**config.mk**
```make
export PLATFORM = sky130hd
export DESIGN_NAME = mdio_master
export DESIGN_NICKNAME = d
export VERILOG_FILES = /design/src/rtl/mdio_pkg.sv /design/src/rtl/mdio_clk_div.sv /design/src/rtl/mdio_frame_engine.sv /design/src/rtl/mdio_master.sv
export SDC_FILE = /design/constraint.sdc
export NUM_CORES = 1
export LEC_CHECK = 0
export ABC_AREA = 1
export BUFFER_PORTS_ARGS = -buffer_cell sky130_fd_sc_hd__buf_2
export CAP_MARGIN = 20
export CORE_MARGIN = 8
export CORE_UTILIZATION = 30
export DETAILED_ROUTE_END_ITERATION = 8
export PLACE_DENSITY_LB_ADDON = 0.15
export SLEW_MARGIN = 25
export SYNTH_ARGS = -nofsm -noshare
export SYNTH_HDL_FRONTEND = slang
export SYNTH_SLANG_ARGS = --single-unit
```
**constraint.sdc**
```tcl
create_clock -name clk -period 1.9 [get_ports clk]
set_input_delay 0.475 -clock clk [delete_from_list [all_inputs] [get_ports clk]]
set_output_delay 0.475 -clock clk [all_outputs]
set_load 0.02 [all_outputs]
```
**src/rtl/mdio_pkg.sv**
```systemverilog
package mdio_pkg;

    localparam logic [1:0] A_CTRL = 2'd0;
    localparam logic [1:0] A_XFER = 2'd1;
    localparam logic [1:0] A_MODE = 2'd2;
    localparam logic [1:0] A_PINS = 2'd3;

    localparam logic [3:0] OP_READ  = 4'b0110;
    localparam logic [3:0] OP_WRITE = 4'b0101;

    typedef enum logic [3:0] {
        ST_IDLE,
        ST_PREAMBLE,
        ST_OPCODE,
        ST_PHYAD,
        ST_REGAD,
        ST_TA_WR,
        ST_TA_RD,
        ST_DATA_WR,
        ST_DATA_RD
    } frame_state_e;

endpackage

```
**src/rtl/mdio_clk_div.sv**
```systemverilog
module mdio_clk_div #(
    parameter int DIV_W = 16
) (
    input  logic             clk,
    input  logic             rst_n,
    input  logic             run,
    input  logic [DIV_W-1:0] div,
    output logic             mdc,
    output logic             rise_pulse,
    output logic             fall_pulse
);

    logic [DIV_W-1:0] cnt_q;
    logic [DIV_W-1:0] eff;
    logic [DIV_W-1:0] half;

    // divider 0 would never toggle MDC, so it is clamped to 1
    always_comb begin
        eff  = (div == '0) ? {{(DIV_W-1){1'b0}}, 1'b1} : div;
        half = eff >> 1;
    end

    always_ff @(posedge clk or negedge rst_n) begin
        if (!rst_n) begin
            cnt_q <= '0;
        end else if (!run || cnt_q == eff) begin
            cnt_q <= '0;
        end else begin
            cnt_q <= cnt_q + 1'b1;
        end
    end

    // low phase is counts 0..half, high phase half+1..eff
    assign mdc        = run && (cnt_q > half);
    assign rise_pulse = run && (cnt_q == half);
    assign fall_pulse = run && (cnt_q == eff);

endmodule

```
**src/rtl/mdio_frame_engine.sv**
```systemverilog
module mdio_frame_engine
    import mdio_pkg::*;
#(
    parameter int DIV_W   = 16,
    parameter int PRE_LEN = 32,
    parameter int DATA_W  = 16,
    parameter int AFLD_W  = 5
) (
    input  logic              clk,
    input  logic              rst_n,
    input  logic              start,
    input  logic              wr_dir,
    input  logic [AFLD_W-1:0] phy_addr,
    input  logic [AFLD_W-1:0] reg_addr,
    input  logic [DATA_W-1:0] wdata,
    input  logic [DIV_W-1:0]  div,
    input  logic              din,
    output logic              busy,
    output logic              mdc,
    output logic              oe,
    output logic              dout,
    output logic              done,
    output logic              ack_seen,
    output logic [DATA_W-1:0] rx_data
);

    localparam int CNT_W  = $clog2((PRE_LEN > DATA_W) ? PRE_LEN : DATA_W);
    localparam int AIDX_W = $clog2(AFLD_W);
    localparam int DIDX_W = $clog2(DATA_W);

    frame_state_e      state_q;
    logic [CNT_W-1:0]  bit_q;
    logic [DIV_W-1:0]  div_q;
    logic              ack_q;
    logic [DATA_W-1:0] shift_q;
    logic              rise_pulse;
    logic              fall_pulse;
    logic              last;
    logic [3:0]        opcode;

    assign busy   = (state_q != ST_IDLE);
    assign last   = fall_pulse && (bit_q == '0);
    assign opcode = wr_dir ? OP_WRITE : OP_READ;

    mdio_clk_div #(.DIV_W(DIV_W)) clk_div_i (
        .clk        (clk),
        .rst_n      (rst_n),
        .run        (busy),
        .div        (div_q),
        .mdc        (mdc),
        .rise_pulse (rise_pulse),
        .fall_pulse (fall_pulse)
    );

    // state register: each field ends on the falling edge of its last bit
    always_ff @(posedge clk or negedge rst_n) begin
        if (!rst_n) begin
            state_q <= ST_IDLE;
            bit_q   <= '0;
            div_q   <= '0;
            ack_q   <= 1'b0;
            shift_q <= '0;
        end else begin
            if (rise_pulse) begin
                if (state_q == ST_TA_RD && bit_q == '0) begin
                    ack_q <= !din;
                end
                if (state_q == ST_DATA_RD) begin
                    shift_q <= {shift_q[DATA_W-2:0], din};
                end
            end
            if (fall_pulse && bit_q != '0) begin
                bit_q <= bit_q - 1'b1;
            end
            unique case (state_q)
                ST_IDLE: begin
                    if (start) begin
                        state_q <= ST_PREAMBLE;
                        bit_q   <= CNT_W'(PRE_LEN - 1);
                        div_q   <= div;
                        ack_q   <= 1'b0;
                    end
                end
                ST_PREAMBLE: begin
                    if (last) begin
                        state_q <= ST_OPCODE;
                        bit_q   <= CNT_W'(3);
                    end
                end
                ST_OPCODE: begin
                    if (last) begin
                        state_q <= ST_PHYAD;
                        bit_q   <= CNT_W'(AFLD_W - 1);
                    end
                end
                ST_PHYAD: begin
                    if (last) begin
                        state_q <= ST_REGAD;
                        bit_q   <= CNT_W'(AFLD_W - 1);
                    end
                end
                ST_REGAD: begin
                    if (last) begin
                        state_q <= wr_dir ? ST_TA_WR : ST_TA_RD;
                        bit_q   <= CNT_W'(1);
                    end
                end
                ST_TA_WR: begin
                    if (last) begin
                        state_q <= ST_DATA_WR;
                        bit_q   <= CNT_W'(DATA_W - 1);
                    end
                end
                ST_TA_RD: begin
                    if (last) begin
                        state_q <= ST_DATA_RD;
                        bit_q   <= CNT_W'(DATA_W - 1);
                    end
                end
                ST_DATA_WR, ST_DATA_RD: begin
                    if (last) begin
                        state_q <= ST_IDLE;
                    end
                end
                default: state_q <= ST_IDLE;
            endcase
        end
    end

    // pin outputs from the current state and bit index
    always_comb begin
        oe   = 1'b0;
        dout = 1'b0;
        unique case (state_q)
            ST_IDLE:     ;
            ST_PREAMBLE: begin oe = 1'b1; dout = 1'b1; end
            ST_OPCODE:   begin oe = 1'b1; dout = opcode[bit_q[1:0]]; end
            ST_PHYAD:    begin oe = 1'b1; dout = phy_addr[bit_q[AIDX_W-1:0]]; end
            ST_REGAD:    begin oe = 1'b1; dout = reg_addr[bit_q[AIDX_W-1:0]]; end
            ST_TA_WR:    begin oe = 1'b1; dout = bit_q[0]; end
            ST_TA_RD:    ;
            ST_DATA_WR:  begin oe = 1'b1; dout = wdata[bit_q[DIDX_W-1:0]]; end
            ST_DATA_RD:  ;
            default:     ;
        endcase
    end

    assign done     = last && (state_q == ST_DATA_WR || state_q == ST_DATA_RD);
    assign ack_seen = ack_q;
    assign rx_data  = shift_q;

endmodule

```
**src/rtl/mdio_master.sv**
```systemverilog
module mdio_master
    import mdio_pkg::*;
#(
    parameter int DIV_W   = 16,
    parameter int DIV_RST = 255,
    parameter int PRE_LEN = 32
) (
    input  logic        clk,
    input  logic        rst_n,
    input  logic        reg_wr_en,
    input  logic [1:0]  reg_addr,
    input  logic [31:0] reg_wdata,
    output logic [31:0] reg_rdata,
    output logic        mdc_o,
    output logic        mdio_oe_o,
    output logic        mdio_do_o,
    input  logic        mdio_di_i
);

    localparam int DATA_W = 16;
    localparam int AFLD_W = 5;
    localparam logic [DIV_W-1:0] DIV_INIT = DIV_W'(DIV_RST);

    logic              enable_q;
    logic [DIV_W-1:0]  div_q;
    logic              wr_q;
    logic              ack_q;
    logic [AFLD_W-1:0] regad_q;
    logic [AFLD_W-1:0] phyad_q;
    logic [DATA_W-1:0] data_q;
    logic              manual_q;
    logic              man_mdc_q;
    logic              man_oe_q;
    logic              man_do_q;

    logic              eng_busy;
    logic              eng_mdc;
    logic              eng_oe;
    logic              eng_do;
    logic              eng_done;
    logic              eng_ack;
    logic [DATA_W-1:0] eng_rx;
    logic              start;
    logic              wdata_unused;

    assign wdata_unused = ^reg_wdata[29:26];

    assign start = reg_wr_en && (reg_addr == A_XFER) && reg_wdata[31]
                   && enable_q && !eng_busy;

    mdio_frame_engine #(
        .DIV_W   (DIV_W),
        .PRE_LEN (PRE_LEN),
        .DATA_W  (DATA_W),
        .AFLD_W  (AFLD_W)
    ) engine_i (
        .clk      (clk),
        .rst_n    (rst_n),
        .start    (start),
        .wr_dir   (wr_q),
        .phy_addr (phyad_q),
        .reg_addr (regad_q),
        .wdata    (data_q),
        .div      (div_q),
        .din      (mdio_di_i),
        .busy     (eng_busy),
        .mdc      (eng_mdc),
        .oe       (eng_oe),
        .dout     (eng_do),
        .done     (eng_done),
        .ack_seen (eng_ack),
        .rx_data  (eng_rx)
    );

    always_ff @(posedge clk or negedge rst_n) begin
        if (!rst_n) begin
            enable_q  <= 1'b0;
            div_q     <= DIV_INIT;
            wr_q      <= 1'b0;
            ack_q     <= 1'b0;
            regad_q   <= '0;
            phyad_q   <= '0;
            data_q    <= '0;
            manual_q  <= 1'b0;
            man_mdc_q <= 1'b0;
            man_oe_q  <= 1'b0;
            man_do_q  <= 1'b0;
        end else begin
            if (reg_wr_en) begin
                case (reg_addr)
                    A_CTRL: begin
                        enable_q <= reg_wdata[30];
                        div_q    <= reg_wdata[DIV_W-1:0];
                    end
                    A_MODE: manual_q <= reg_wdata[31];
                    A_PINS: begin
                        man_mdc_q <= reg_wdata[2];
                        man_oe_q  <= reg_wdata[1];
                        man_do_q  <= reg_wdata[0];
                    end
                    default: ;
                endcase
            end
            if (start) begin
                wr_q    <= reg_wdata[30];
                ack_q   <= 1'b0;
                regad_q <= reg_wdata[25:21];
                phyad_q <= reg_wdata[20:16];
                data_q  <= reg_wdata[15:0];
            end
            if (eng_done && !wr_q) begin
                ack_q  <= eng_ack;
                data_q <= eng_ack ? eng_rx : '1;
            end
        end
    end

    always_comb begin
        case (reg_addr)
            A_CTRL:  reg_rdata = {enable_q && !eng_busy, enable_q,
                                  {(30-DIV_W){1'b0}}, div_q};
            A_XFER:  reg_rdata = {eng_busy, wr_q, ack_q, 3'b000,
                                  regad_q, phyad_q, data_q};
            A_MODE:  reg_rdata = {manual_q, 31'd0};
            default: reg_rdata = {29'd0, man_mdc_q, man_oe_q, mdio_di_i};
        endcase
    end

    assign mdc_o     = manual_q ? man_mdc_q : eng_mdc;
    assign mdio_oe_o = manual_q ? man_oe_q  : eng_oe;
    assign mdio_do_o = manual_q ? man_do_q  : eng_do;

endmodule

```
==> flow_summary.toml, run 1 <==
[global_routing]
grt_pass1_wl_um = 34760
grt_pass1_vias = 6305
grt_overflow_total = 0
grt_max_degree = 40
antenna_found_initial = 0
grt_usage_pct = 16.98

[critical_path]
cp-end-kind = "output port"
worstSetupPathType = "register to output port"
critPathMaxFanout = 2
critPathArrivalTime_ps = 2020
cp-start-kind = "register"
regToRegSetupSlack_ps = -220
path_cells = "inv_2 > ha_4 > a21oi_2 > nor2_1 > a211oi_2 > o21ai_1 > a211oi_2 > nand2_1 > nand2_1 > o21ai_2 > buf_6"
cp.required_ps = 1420
critPathMaxStageDelay_ps = 390
slowest_stage = "dfrtp_1"

[status]
violations = "setup timing"
status = "complete, but fails checks"

[sta]
max-slew-margin-rel_pct = 56.65
fin_ws_ps = -594.9
drv_slew = 0
worst_pin_slew_ps = 650.3
hold_viol_final = 0
fmax_mhz = 400.8
rsz0062_at_grt = "yes"
setup-violations-final = 53
skew_ps = 14.99
finalCritPeriodShare_pct = 131.3
min_period_ps = 2495

[yosys]
yosysTopAreaCell = "dfrtp_1"
syn_inst = 837
synth_edf_count = 0
synth_cell_types = 46
postSynthAreaPerCell_um2 = 7.542
ys_seq_area_share_pct = 42.58
synth_top_area_share_pct = 39.25
ys_top_cells_by_area = "dfrtp_1, nand2_1, o21ai_0, inv_1, nor2_1"
synth_commonest_cells = "nand2_1, inv_1, dfrtp_1, o21ai_0, nor2_1"
synth_area_um2 = 6312
yosysMostFrequentCell = "nand2_1"
ys_ff_latch = 107
synth_warnings = 0
ys_dominant_reg_cell = "dfrtp_1"
async_reset_ff_share_pct = 100.0

[final_layout]
drive_gt1_share_pct = 39.93
final_util_pct = 46.27
antennaDiodeCount = 0
syn_to_final_growth_pct = 52.65
nets = 1117
finish.instance_area_um2 = 9635

[cts]
numCtsBuffers = 9
clock_sinks = 107
ctsRootBufferMaster = "clkbuf_16"
cts_buffer_depth = 2
cts_tree = "done"
clk_latency_ps = 370
htree_levels = 3
clk_pin_slew_ps = 80

[power]
ir_worst_vdd_v = 0.0005184
p_clk_share_pct = 17.7
power_density_nw_per_um2 = 1155
total_power_mw = 11.13
power_frac_seq_pct = 31.4
swShare_pct = 40.72
power_frac_comb_pct = 50.9
power_switching_mw = 4.531
leakage_nw = 4.714
internal_power_mw = 6.596

[floorplan]
die_h_um = 161.1
initial_core_util_pct = 30.31
num_rows = 53
core_area_um2 = 20820
io_pins = 73
die-area_um2 = 25940
die_w_um = 161.1

[routing]
vias_per_cell = 4.691
drc = 0
first_pass_iters = 4
totalWireLength_um = 21920
first_iter_violations = 282
via_count = 6295
wl_per_cell_um = 16.33
ant_nets = 0

[min_path]
hold_path_class = "input port to asynchronous set/reset pin"

[place]
place_area_um2 = 7963
hpwl_um = 15660
gp_routability_congestion = 0.8686
dp_slack_ps = -387.4
io_buffers = 65

[run]
maxCapViolCount = 0
metrics by stage:
| stage | hold slack, ps | setup TNS, ps | instances |
|---|---|---|---|
| after global placement | 438.6 | -12170 | 1278 |
| after detailed placement | 441.4 | -13650 | 1278 |
| final | 36.49 | -8168 | 1342 |
| after CTS | 39.26 | -9638 | 1327 |
| after floorplan | 179.4 | -96.95 | 839 |
| after global routing | 54.84 | -15510 | 1342 |
layout by cell type, fill, tap and decap left out, types with 24 or more instances in the layout:
master,count
dfrtp_1,96
nand2_2,24
o21ai_1,27
nor2_1,51
buf_6,37
inv_1,110
nand3_2,25
nand2_1,173
buf_2,51
buf_4,135
o21ai_0,61
nand4_1,28
worst max-delay path, delay by kind of cell (launching register included):
family / cells / cell delay, ps
compound gates: 5 / 640
fa+ha+maj: 1 / 200
buf+inv: 2 / 220
simple gates: 3 / 210
flops: 1 / 390
per-layer routing:
metal  vias to the layer above  wire [µm]  track usage (%)
li1                       3179          -                -
met2                        95      10870            28.65
met5                         -          0                0
met4                         0        198            3.114
met3                        10        713            3.181
met1                      3011      10140            22.39
area by class of cell:
class	count	area, µm²
Clock buffer	9	225.2
Clock inverter	7	80.08
Fill cell	2112	11190
Inverter	126	496.7
Multi-Input combinational cell	575	3677
Sequential cell	107	2691
Tap cell	275	344.1
Timing Repair Buffer	243	2121
power groups by stage:
| stage | combinational (mW) | clock, mW | sequential [mW] |
|---|---|---|---|
| after floorplan | 2.36 | 0 | 3.32 |
| after global placement | 4.37 | 0 | 3.44 |
| after detailed placement | 4.37 | 0 | 3.46 |
| after CTS | 5.17 | 2.03 | 3.48 |
| after global routing | 6.26 | 2.11 | 3.57 |
| final | 5.67 | 1.97 | 3.49 |
registers in the layout, summed over array words and instances (netlist names), 4 cells and up:
name                      cells
data_q                       16
div_q                        16
engine_i.bit_q                5
engine_i.clk_div_i.cnt_q     16
engine_i.div_q               16
engine_i.rx_data             16
engine_i.state_q              4
phyad_q                       5
regad_q                       5
final timing paths:
kind,from,endpoint,cells past startpoint
worst min register to register,engine_i.rx_data[5],engine_i.rx_data[5],2
max in group asynchronous,rst_n,div_q[2],2
worst max-delay path,engine_i.div_q[10],mdc_o,11
worst max register to register,engine_i.clk_div_i.cnt_q[1],engine_i.bit_q[3],13
min in group clk,reg_wdata[17],phyad_q[1],3
worst min-delay path,rst_n,engine_i.div_q[8],1
what timing repair did:
item                                    CTS  global route
resized for setup                       184            81
gates cloned                              9             0
hold buffers                              0             0
setup buffers                            28            21
pin swaps                                66            53
endpoints found under the setup margin   90            74
logic make-up after synthesis:
family	share of synthesized area (%)
flip-flops	42.58
AO/OA/AOI/OAI	14.39
AND/OR/NAND/NOR	26.82
XOR/XNOR	2.775
buffers and inverters	9.831
other	0.05941
multiplexers	0.1784
adder cells (fa/ha/maj)	3.370
No activity file was read; power rests on OpenSTA's default activity.
==> run 2, diff against run 1 <==
--- a/config.mk
+++ b/config.mk
@@ -16,3 +16,4 @@
 export SYNTH_ARGS = -nofsm -noshare
 export SYNTH_HDL_FRONTEND = slang
 export SYNTH_SLANG_ARGS = --single-unit
+export TNS_END_PERCENT = 20
==> flow_summary.toml, run 2 (same netlist as run 1, synthesis figures left out) <==
[status]
status = "complete, but fails checks"
violations = "setup timing"

[final_layout]
final_util_pct = 44.33
layout_common_cells = "nand2_1, buf_4, inv_1"
layout_commonest_cell = "nand2_1"
drive_gt1_share_pct = 34.76
nets = 1100
syn_to_final_growth_pct = 46.24
fillers = 2135
instances_no_fill = 1325
antennaDiodeCount = 0
finish.instance_area_um2 = 9231

[sta]
finalCritPeriodShare_pct = 133.4
max-slew-margin-rel_pct = 59.20
skew_ps = 14.44
min_period_ps = 2534
drv_slew = 0
fin_ws_ps = -633.9
worst_pin_slew_ps = 612.0
hold_viol_final = 0
whs_ps = 52.83
rsz0062_at_grt = "yes"
setup-violations-final = 81
fmax_mhz = 394.7
setup-tns-final_ps = -13270

[routing]
drc = 0
vias_per_cell = 4.665
wl_per_cell_um = 15.97
totalWireLength_um = 21160
first_iter_violations = 358
ant_nets = 0
first_pass_iters = 7
via_count = 6181

[floorplan]
core_area_um2 = 20820
io_pins = 73
die_w_um = 161.1
die-area_um2 = 25940
num_rows = 53
die_h_um = 161.1
initial_core_util_pct = 30.31

[cts]
clk_pin_slew_ps = 80
cts_tree = "done"
clk_latency_ps = 370
htree_levels = 3
cts_buffer_depth = 2
numCtsBuffers = 9
clock_sinks = 107
cts_hold_buf = 0
ctsRootBufferMaster = "clkbuf_16"

[power]
total_power_mw = 10.74
leakage_nw = 4.524
power_density_nw_per_um2 = 1164
ir_worst_vdd_v = 0.0006067

[critical_path]
cp.required_ps = 1420
critPathArrivalTime_ps = 2060
critPathMaxFanout = 3
cp-start-kind = "register"
cp-end-kind = "output port"
worstSetupPathType = "register to output port"

[place]
dp.cells = 1289
place_area_um2 = 8033
io_buffers = 65
hpwl_um = 15850
gp_routability_congestion = 0.8668
dp_slack_ps = -423.4

[run]
maxCapViolCount = 0

[global_routing]
grt_pass1_vias = 6312
grt_pass1_wl_um = 34220
antenna_found_initial = 0
grt_usage_pct = 16.51
grt_max_degree = 43
grt_overflow_total = 0

[min_path]
hold_path_class = "input port to asynchronous set/reset pin"
==> run 2: layout make-up <==
| class | instances | area, µm² | share of cell area (%) |
|---|---|---|---|
| Multi-Input combinational cell | 575 | 3446 | 37.33 |
| Timing Repair Buffer | 226 | 1927 | 20.87 |
| Sequential cell | 107 | 2691 | 29.15 |
| Clock inverter | 6 | 88.84 | 0.9623 |
| Tap cell | 275 | 344.1 | 3.727 |
| Inverter | 126 | 495.5 | 5.367 |
| Clock buffer | 10 | 239.0 | 2.589 |
==> run 2: repair_timing <==
action                                  CTS  global route
pin swaps                                37            35
setup buffers                            12             4
resized for setup                       142            69
gates cloned                              4             2
endpoints found under the setup margin   85           100
==> run 2: routing by layer <==
| layer | GRT usage [%] | up-vias | wire, µm |
|---|---|---|---|
| met5 | 0 | - | 0 |
| met4 | 3.451 | 0 | 227 |
| met3 | 2.698 | 19 | 544 |
| met2 | 27.54 | 97 | 10380 |
| met1 | 22.13 | 2932 | 10000 |
| li1 | - | 3133 | - |
==> run 2: path summary, 6_finish.rpt <==
check / slack [ps] / start / cells past startpoint / endpoint
setup / recovery: -630 / engine_i.clk_div_i.cnt_q[1] / 10 / mdc_o
hold / removal: 50 / rst_n / 1 / engine_i.clk_div_i.cnt_q[8]
setup reg to reg: -300 / engine_i.div_q[10] / 19 / engine_i.bit_q[1]
hold reg to reg: 490 / man_mdc_q / 2 / man_mdc_q
max in group asynchronous: 1230 / rst_n / 2 / div_q[5]
min in group clk: 320 / reg_wdata[23] / 3 / regad_q[2]
==> run 2: worst max-delay path, stage by stage (launching register included) <==
cell	delay (ps)
dfrtp_1	410
ha_1	320
inv_1	60
o21bai_1	70
a221oi_2	220
nor2_1	60
o21bai_1	180
nand2_1	90
nand2_1	80
o21ai_2	70
buf_6	140
==> run 2: report_power, final <==
| group | switching [mW] | leakage, nW | internal (mW) |
|---|---|---|---|
| Sequential | 0.528 | 1.34 | 2.92 |
| Clock | 1.01 | 0.162 | 1.11 |
| Combinational | 2.75 | 3.02 | 2.43 |
==> run 3, diff against run 2 <==
--- a/config.mk
+++ b/config.mk
@@ -8,6 +8,8 @@
 export ABC_AREA = 1
 export BUFFER_PORTS_ARGS = -buffer_cell sky130_fd_sc_hd__buf_2
 export CAP_MARGIN = 20
+export CELL_PAD_IN_SITES_DETAIL_PLACEMENT = 1
+export CELL_PAD_IN_SITES_GLOBAL_PLACEMENT = 2
 export CORE_MARGIN = 8
 export CORE_UTILIZATION = 30
 export DETAILED_ROUTE_END_ITERATION = 8
==> flow_summary.toml, run 3 (same netlist as run 1, synthesis figures left out) <==
[critical_path]
critPathLaunch = "engine_i.clk_div_i.cnt_q[9]"
reg2reg_to = "engine_i.state_q[1]"
cp-start-kind = "register"
critPathMaxFanout = 2
endpoint = "mdc_o"
cp.required_ps = 1420
r2r-start = "engine_i.div_q[13]"
cp-end-kind = "output port"
worstSetupPathType = "register to output port"
regToRegSetupSlack_ps = -470
critPathArrivalTime_ps = 2110
rr_worst_depth = 12

[place]
io_buffers = 65
hpwl_um = 18260
gp_routability_congestion = 0.8848

[power]
leakage_nw = 4.605
power_density_nw_per_um2 = 1216
total_power_mw = 11.33
ir_worst_vdd_v = 0.0004792

[cts]
ctsRootBufferMaster = "clkbuf_16"
clk_pin_slew_ps = 90
cts_tree = "done"
htree_levels = 3
clock_sinks = 107
cts_buffer_depth = 2
cts_hold_buf = 0
clk_latency_ps = 370
numCtsBuffers = 9

[global_routing]
grt_pass1_wl_um = 39050
grt_pass1_vias = 7044
antenna_found_initial = 1
grt_overflow_total = 0
grt_usage_pct = 18.96
grt_max_degree = 81

[floorplan]
num_rows = 53
die_w_um = 161.1
core_area_um2 = 20820
initial_core_util_pct = 30.31
io_pins = 73
die_h_um = 161.1
die-area_um2 = 25940

[sta]
rsz0062_at_grt = "yes"
fmax_mhz = 386.8
setup-violations-final = 67
drv_slew = 0
max-slew-margin-rel_pct = 57.54
worst_pin_slew_ps = 636.9
fin_ws_ps = -685.6
hold_viol_final = 0
skew_ps = 16.45
whs_ps = 132.2
finalCritPeriodShare_pct = 136.1
min_period_ps = 2586

[routing]
vias_per_cell = 4.844
via_count = 6501
first_pass_iters = 4
ant_nets = 0
drc = 0
first_iter_violations = 204
totalWireLength_um = 24840
wl_per_cell_um = 18.51

[status]
violations = "setup timing"
status = "complete, but fails checks"

[final_layout]
final_util_pct = 44.74
syn_to_final_growth_pct = 47.59
layout_commonest_cell = "nand2_1"
drive_gt1_share_pct = 36.46
nets = 1117
layout_common_cells = "nand2_1, buf_4, inv_1"
antennaDiodeCount = 0

[run]
maxCapViolCount = 0

[min_path]
hold_path_class = "input port to asynchronous set/reset pin"
[run 3: cell count changes in the layout (fill, tap and decap cells not counted), moves of 3 or more]
cell | previous run | this run
buf_6 | 32 | 18
buf_4 | 136 | 166
nor2_4 | 16 | 11
nand3_2 | 4 | 8
nand2_2 | 14 | 24
nand3_1 | 33 | 28
nor2_1 | 51 | 59
nand2_1 | 187 | 176
nor2_2 | 13 | 10
[run 3: metal layers]
layer	vias up	track usage, %	part of all wire, %
met5	-	0	0.052
met4	2	5.766	1.7
met3	31	3.029	3.0
met2	107	31.91	48
met1	3190	24.54	47
li1	3171	-	-
[run 3: metrics by stage]
step | TNS (ps) | std cells | area, µm² | setup WS (ps)
final | -21160 | 1342 | 9316 | -685.6
after global routing | -29530 | 1342 | 9316 | -836.4
after CTS | -15560 | 1328 | 8929 | -715.6
after detailed placement | -16720 | 1287 | 8030 | -396.3
after global placement | -11600 | 1287 | 8030 | -401.4
after floorplan | -183.4 | 839 | 6324 | -96.95
[run 3: how the worst min path moves through the flow]
stage	from	end	slack, ps	cells after the start
3_5_place_dp	engine_i.rx_data[15]	engine_i.rx_data[15]	470	2
6_report	rst_n	engine_i.clk_div_i.cnt_q[7]	130	2
2_1_floorplan	rst_n	ack_q	180	0
4_1_cts	rst_n	engine_i.clk_div_i.cnt_q[7]	150	2
5_1_grt	rst_n	engine_i.clk_div_i.cnt_q[7]	150	2
3_3_place_gp	engine_i.rx_data[7]	engine_i.rx_data[7]	470	2
[run 3: power by group]
part           internal [mW]  switching, mW
Sequential              2.92          0.544
Clock                   1.06          0.949
Combinational           2.80           3.06
Total                   6.78           4.55
[run 3: layout make-up]
| class | count | area (µm²) |
|---|---|---|
| Tap cell | 275 | 344.1 |
| Clock buffer | 12 | 246.5 |
| Clock inverter | 4 | 50.05 |
| Multi-Input combinational cell | 575 | 3477 |
| Inverter | 126 | 495.5 |
| Sequential cell | 107 | 2689 |
| Timing Repair Buffer | 243 | 2014 |
| Fill cell | 2582 | 11510 |
[run 3: repair_timing]
item,CTS,global route
buffers inserted,22,14
cloned,4,0
setup endpoints to repair,93,104
resized for setup,118,84
pin swaps,34,44
[run 3: critical path, stage by stage (launching register included)]
cell      delay [ps]
dfrtp_1          430
ha_4             260
a21oi_2          140
nor2_1            60
a211oi_2         140
o21ai_1          120
a211oi_2         210
nand2_1           80
nand2_1           90
o21ai_2           90
buf_6            140
